### src/rtl/doze_pkg.sv
package doze_pkg;

  // Strobes from the control side to the counter datapath.
  typedef struct packed {
    logic load;  // reload the counter with the new interval length
    logic step;  // count down by one
  } dozeStrb_t;

  // Interval length (in system cycles) for one divide code.
  function automatic int unsigned divOf(int unsigned code, int unsigned codes,
                                        int unsigned topLog2);
    if (code == codes - 1) return (32'd1 << topLog2);
    return (32'd1 << code);
  endfunction

endpackage

### src/rtl/doze_ratio_dec.sv
module doze_ratio_dec #(
  parameter int unsigned CODE_W   = 3,
  parameter int unsigned TOP_LOG2 = 8,
  parameter int unsigned CNT_W    = TOP_LOG2
) (
  input  logic [CODE_W-1:0] code,
  input  logic              enable,
  output logic [CNT_W-1:0]  loadVal
);
  import doze_pkg::*;

  localparam int unsigned CODES = 1 << CODE_W;

  logic [CNT_W-1:0] reloadTbl [CODES];

  // One reload constant per code (interval length minus one).
  for (genvar g = 0; g < CODES; g++) begin : g_tbl
    localparam int unsigned DIVG = divOf(g, CODES, TOP_LOG2);
    assign reloadTbl[g] = (CNT_W)'(DIVG - 1);
  end

  assign loadVal = enable ? reloadTbl[code] : '0;

endmodule

### src/rtl/doze_ctrl.sv
module doze_ctrl (
  input  logic               clk,
  input  logic               rstN,
  input  logic               dozeEn,
  input  logic               returnOnIrq,
  input  logic               irqPulse,
  input  logic               atTerm,
  output logic               dozeEnNext,
  output doze_pkg::dozeStrb_t strb
);
  logic wakeHold;

  // Set by an interrupt while wake-on-interrupt is on.
  // Released once software drops the enable.
  always_ff @(posedge clk or negedge rstN) begin
    if (!rstN)                          wakeHold <= 1'b0;
    else if (!dozeEn)                   wakeHold <= 1'b0;
    else if (returnOnIrq && irqPulse)   wakeHold <= 1'b1;
  end

  assign dozeEnNext = dozeEn & ~wakeHold;

  always_comb begin
    strb.load = atTerm;
    strb.step = ~atTerm;
  end

endmodule

### src/rtl/doze_cnt.sv
module doze_cnt #(
  parameter int unsigned CNT_W = 8
) (
  input  logic                clk,
  input  logic                rstN,
  input  doze_pkg::dozeStrb_t strb,
  input  logic [CNT_W-1:0]    loadVal,
  output logic                atTerm
);
  logic [CNT_W-1:0] cnt;

  always_ff @(posedge clk or negedge rstN) begin
    if (!rstN)          cnt <= '0;
    else if (strb.load) cnt <= loadVal;
    else if (strb.step) cnt <= cnt - 1'b1;
  end

  assign atTerm = (cnt == '0);

endmodule

### src/rtl/doze_clk_div.sv
module doze_clk_div #(
  parameter int unsigned CODE_W   = 3,
  parameter int unsigned TOP_LOG2 = 8
) (
  input  logic              clk,
  input  logic              rstN,
  input  logic              dozeEn,
  input  logic [CODE_W-1:0] dozeRatio,
  input  logic              returnOnIrq,
  input  logic              irqPulse,
  output logic              cpuClkEn,
  output logic              dozeEnNext
);
  localparam int unsigned CNT_W = TOP_LOG2;

  doze_pkg::dozeStrb_t strb;
  logic [CNT_W-1:0]    loadVal;
  logic                atTerm;

  doze_ctrl i_ctrl (
    .clk(clk), .rstN(rstN), .dozeEn(dozeEn), .returnOnIrq(returnOnIrq),
    .irqPulse(irqPulse), .atTerm(atTerm), .dozeEnNext(dozeEnNext), .strb(strb)
  );

  doze_ratio_dec #(.CODE_W(CODE_W), .TOP_LOG2(TOP_LOG2), .CNT_W(CNT_W)) i_dec (
    .code(dozeRatio), .enable(dozeEnNext), .loadVal(loadVal)
  );

  doze_cnt #(.CNT_W(CNT_W)) i_cnt (
    .clk(clk), .rstN(rstN), .strb(strb), .loadVal(loadVal), .atTerm(atTerm)
  );

  assign cpuClkEn = atTerm;

endmodule

### config.mk
export PLATFORM = sky130hd
export DESIGN_NAME = doze_clk_div
export DESIGN_NICKNAME = d
export VERILOG_FILES = /design/src/rtl/doze_pkg.sv /design/src/rtl/doze_ratio_dec.sv /design/src/rtl/doze_ctrl.sv /design/src/rtl/doze_cnt.sv /design/src/rtl/doze_clk_div.sv
export SDC_FILE = /design/constraint.sdc
export NUM_CORES = 1
export LEC_CHECK = 0
export CAP_MARGIN = 15
export CORE_MARGIN = 4
export CORE_UTILIZATION = 35
export CTS_CLUSTER_DIAMETER = 60
export CTS_CLUSTER_SIZE = 20
export DETAILED_ROUTE_END_ITERATION = 12
export PLACE_DENSITY_LB_ADDON = 0.25
export SYNTH_ARGS = -nofsm -noshare
export SYNTH_HDL_FRONTEND = slang
export SYNTH_SLANG_ARGS = --single-unit
### constraint.sdc
create_clock -name clk -period 2.7 [get_ports clk]
set_clock_uncertainty 0.1 [all_clocks]
set_input_delay 0.27 -clock clk [delete_from_list [all_inputs] [get_ports clk]]
set_output_delay 0.27 -clock clk [all_outputs]
set_load 0.005 [all_outputs]
==> Yosys cells after proc, flatten, opt, wreduce, memory -nomap -nowiden <==
Memory sizes are Yosys's and may differ from the RTL's.
Cells that the tools add are included.
{ "word_totals": {"ramBits": 0, "input_bits": 8, "word_cells": 17, "register_bits": 9, "n_memories": 1, "rom_bits": 64, "out_inout_bits": 2, "latch_bits": 0} }
{ "op_classes": {"bitwise": 3, "eq_ne": 1, "n_mul": 0, "shift": 0, "order_cmp": 1, "reduce_logical": 2, "addsub": 1, "mux": 6, "div_mod_pow": 0} }
{ "memory_table": {"columns": ["memory", "depth", "word_bits", "read_ports", "rd_clocked_by_memory_dff", "write_ports", "line_no", "source"], "rows": [
  ["(no name shown)", 8, 8, 1, 0, 0, "doze_ratio_dec.sv:22", "assign loadVal = enable ? reloadTbl[code] : '0;"]
]} }
{ "ops": {"columns": ["op", "n"], "rows": [
  ["$mux W8", 4],
  ["$logic_not A8 Y1", 1],
  ["$sub A8 B1 Y8 const B", 1],
  ["$ge A4 B4 Y1 const B", 1],
  ["$not A3 Y4", 1],
  ["$mux W1", 2],
  ["$ne A2 B1 Y1 const B", 1],
  ["$and A1 B1 Y1", 1],
  ["$logic_and A1 B1 Y1", 1],
  ["$not A1 Y1", 1]
]} }

==> Longest topological paths before layout <==
{ "logic_depth": {"ltp_word": 6, "depth_mapped": 6, "mapped_depth_nobuf": 5} }

==> Modules after synthesis <==
A second synthesis with hierarchy kept.
{ "hier_totals": {"hier_cells": 65, "area_unflattened_um2": 594.3} }
{ "modules_own_cells": {"columns": ["mod", "area_per_inst_um2", "cells_per_inst", "seq_area_each_um2", "instances"], "rows": [
  ["doze_cnt", 474.2, 50, 200.2, 1],
  ["doze_ratio_dec", 63.8, 9, 0.0, 1],
  ["doze_ctrl", 56.3, 6, 25.0, 1]
]} }

==> Least setup slack after synthesis <==
Ideal clock, no wire load.
{ "synth_timing": {"path_type": "register to register", "startpoint": "register i_cnt.cnt[3]", "endpoint": "register i_cnt.cnt[6]", "period_less_slack_ns": 1.681, "setup_ns": 0.069, "path_stages_with_launch": 4, "arrival_ns": 1.511, "setup_slack_ns": 1.019, "cell_sequence": "dfrtp_1 > or4_4 > or4_1 > nand3_1"} }
{ "synth_between": {"elab_chain_len": 2} }
{ "synth_rtl": {"columns": ["element", "line_no", "source"], "rows": [
  ["start: declaration", "doze_cnt.sv:10", "logic [CNT_W-1:0] cnt;"],
  ["start signal: assignment", "doze_cnt.sv:14", "else if (strb.load) cnt <= loadVal;"],
  ["start signal: assignment", "doze_cnt.sv:15", "else if (strb.step) cnt <= cnt - 1'b1;"],
  ["$sub A8 B1 Y8 / $logic_not A8 Y1 (equally long branches)", "doze_cnt.sv:15, doze_cnt.sv:18", null],
  ["$mux W8 (*)", "doze_cnt.sv:14", null]
]} }
Mark *: on every way between the ends. The rest lies on a longest branch, timed or not.
A chain may end at the register's enable or synchronous reset.

==> Worst setup path in the final report <==
{ "layout_timing": {"startpoint": "register i_cnt.cnt[0]", "endpoint": "output cpuClkEn"} }
{ "layout_between": {"elab_chain_len": 1} }
{ "layout_rtl": {"columns": ["element", "line_no", "source"], "rows": [
  ["$logic_not A8 Y1", "doze_cnt.sv:18", "assign atTerm = (cnt == '0);"],
  ["end: declaration", "doze_clk_div.sv:11", "output logic cpuClkEn,"]
]} }
Every way passes these cells.

==> metrics.md <==
| Metric | Value |
|---|---|
| Status | complete, no violations |
| Die footprint | 2240 um^2 |
| Via density | 5.78 |
| Multi-input gate area | between 300 and 400 um^2 |
| Pin count of the biggest net entering global routing | 10 |
| Relative slew slack | 0.712 |
| First-pass detailed-route iteration total | 4 |
| Combinational power share | 0.085 |
| RD Place Congestion | 0.840 |
| Final net count | 79 |
| H-tree depth | 1 |
| Hold Buf Count CTS | 0 |
| WP data arrival | 2.17 ns |
| Area delta synth->final | 27.0% |
| Setup TNS Final | 0 ns |
| Vert. Die Dim | 47.3 um |
| Initial antenna violation count | 0 |
| Max-cap violations | 0 |
| Total grt overflow | 0 |
| TritonCTS Sinks | 9 |
| Routed WL | between 1000 and 1500 um |
| Setup slack, reg-to-reg | between 0.9 and 1 ns |
| Int Power | between 0.0002 and 0.00025 W |
| Tmin final | approximately 2.5 ns |
| CTS clock-pin slew for the worst setup and hold paths | ~0.070 ns |
| Fin. max-slew vios | 0 |
| Setup CP Type | reg2out |
| Min-delay worst type | in2async |
| Hpwl dp | between 800 and 900 um |
| I/O Buffers | 9 |
| Postcts setup bufs | 0 |
| Post-Syn Area per Cell | slightly below 10 um^2 |
| Post-synthesis sequential area ratio | 0.416 |
| Commonest cells after routing, fill and taps aside | 9 x dfrtp_1, 9 x clkdlybuf4s50_1, 5 x o21ai_0, 5 x nand3_1 |
| First-pass GRT wire length | around 2000 um |
| R2r endpoint | i_cnt.cnt[6]$_DFF_PN0_ |
| Cells after Synth | 55 |
| Initial cell density of the core | 0.392 |
| Remaining antenna violation count | 0 |
| Layout Cells excl Fill | between 80 and 90 |
| Fill cell count | 125 |
| PwrDens | just under 400 nW/um^2 |
| Worst EP required | about 2.3 ns |
| Psw | about 0.000067 W |
| DR vias | 480 |
| Yosys reg bits | 9 |
| Max IR drop VDD | ~0.00025 V |
| CTS tree | done |
| Cell variety after synth | 24 |
| Area of the mapped netlist | between 500 and 600 um^2 |
| Clk buf depth | 2 |
| GRT Resource Usage Total | 0.133 |
| Sw Share | 0.247 |
| Pleak | about 0.26 nW |
| Worst Reg2Reg Path Length in Cells | 3 |
| Inserted Clock Buffers | 3 |
| Worst Path Max Fanout | 8 |
| Vias in the first global route | between 400 and 500 |
| Skew-Pair Late Insertion Delay | 0.28 ns |
| Worst setup SP type | flip-flop |
| FMAX | between 0.3 and 0.4 GHz |
| RSZ-0062 raised after global routing | false |
| Post-synth net total | 65 |
| First-iteration detailed-routing DRC count | 18 |
| Design area | ~700 um^2 |
| Final hold viol count | 0 |
| Fraction of layout instances using a drive strength above 1 | 0.118 |
| Ant diodes | 0 |
| Reg-to-Reg Start | i_cnt.cnt[3]$_DFF_PN0_ |
| Clk pwr share | 0.412 |
| Rows | 13 |
| Root buffer cell | clkbuf_4 |
| Setup violations, final | 0 |
| Io pins | 10 |
| Crit end category | output pin |
| Sequential Area | around 230 um^2 |
| Sequential share of power | 0.503 |
| Tcrit/Tclk final | 0.940 |
| Syn. warnings | 0 |
| Dpl cell area | 654 um^2 |
| Post-DR wirelength/cell | between 10 and 15 um |
| WHS | roughly 0.19 ns |
| Cell count after placement | between 70 and 80 |
| Die X | 47.3 um |
| Core Area | ~1400 um^2 |
| Post-route DRC | 0 |
| Slew @ Worst Pin | between 0.4 and 0.5 ns |
## metal layers
metal | up-vias | share of wire | track usage
met4 | 0 | 0.057 | 0.166
met5 | - | 0 | 0
met2 | 26 | 0.43 | 0.174
met3 | 6 | 0.066 | 0.0115
li1 | 235 | - | -
met1 | 213 | 0.45 | 0.171
## layout make-up
| cell class | instances | share of cell area |
|---|---|---|
| clock buffers | 3 | 0.0327 |
| clock inverters | 1 | 0.00727 |
| flip-flops and latches | 9 | 0.327 |
| multi-input cells | 42 | 0.447 |
| well taps | 15 | 0.0273 |
| inverters | 3 | 0.0164 |
| repair buffers | 10 | 0.142 |
## worst max-delay path by stage
stage,from,end,slack [ns],depth (start not counted)
2_1_floorplan,i_cnt.cnt[3]$_DFF_PN0_,i_cnt.cnt[6]$_DFF_PN0_,1.02,3
3_3_place_gp,i_cnt.cnt[0]$_DFF_PN0_,cpuClkEn,0.44,5
3_5_place_dp,i_cnt.cnt[0]$_DFF_PN0_,cpuClkEn,0.38,5
4_1_cts,i_cnt.cnt[0]$_DFF_PN0_,cpuClkEn,0.06,5
5_1_grt,i_cnt.cnt[0]$_DFF_PN0_,cpuClkEn,0.03,5
6_report,i_cnt.cnt[0]$_DFF_PN0_,cpuClkEn,0.16,5
## registers in the layout (all words and copies together), names as in the netlist
| signal | flops |
|---|---|
| i_cnt.cnt | 8 |
| i_ctrl.wakeHold | 1 |
## Yosys cell counts
library cell	instances	share of area
a21oi_1	3	0.028
and2_1	1	0.012
nor3b_1	1	0.014
o41ai_1	1	0.016
nor2b_1	3	0.035
o2111ai_1	2	0.032
nor4_4	1	0.039
clkbuf_1	1	0.0069
xnor2_1	3	0.049
o22ai_1	1	0.012
inv_1	3	0.021
nor3b_2	1	0.023
o31ai_1	1	0.014
or4_4	1	0.021
nor2_1	2	0.014
and2_0	1	0.012
dfrtp_1	9	0.42
nor3_1	2	0.018
ha_1	2	0.046
or4_1	3	0.042
o21ai_0	5	0.046
and3b_1	1	0.016
nand3_1	5	0.046
nand4_1	2	0.023
## worst max-delay path, cell delays in order (launching register included)
cell and delay, ns:
dfrtp_1 0.42, inv_1 0.11, ha_1 0.20, nor3b_4 0.34, and2_1 0.28, clkdlybuf4s50_1 0.54
## power by group through the flow
stage,combinational (W),sequential (W),clock [W]
2_1_floorplan,0.00000559,0.000139,0
3_3_place_gp,0.0000231,0.000139,0
3_5_place_dp,0.0000232,0.000139,0
4_1_cts,0.0000234,0.000136,0.000112
5_1_grt,0.0000250,0.000137,0.000120
6_report,0.0000232,0.000136,0.000112
## kinds of logic after synthesis
family          share of synthesized area
compound gates                      0.148
xor+xnor                           0.0485
flops                               0.416
simple gates                        0.314
fa+ha+maj                          0.0462
buf+inv                            0.0277
## through the flow
step,setup slack [ns],total power [W],utilization
after global routing,0.0337,0.000282,0.498
after CTS,0.0576,0.000272,0.493
after global placement,0.438,0.000162,0.473
after floorplan,1.02,0.000144,-
after detailed placement,0.376,0.000162,0.473
final,0.163,0.000271,0.498
## timing repair
item	CTS	global route
gates resized for setup	0	2
hold endpoints to repair	0	0
setup endpoints to repair	0	1
Note: power is estimated with default switching activity, not from simulation.
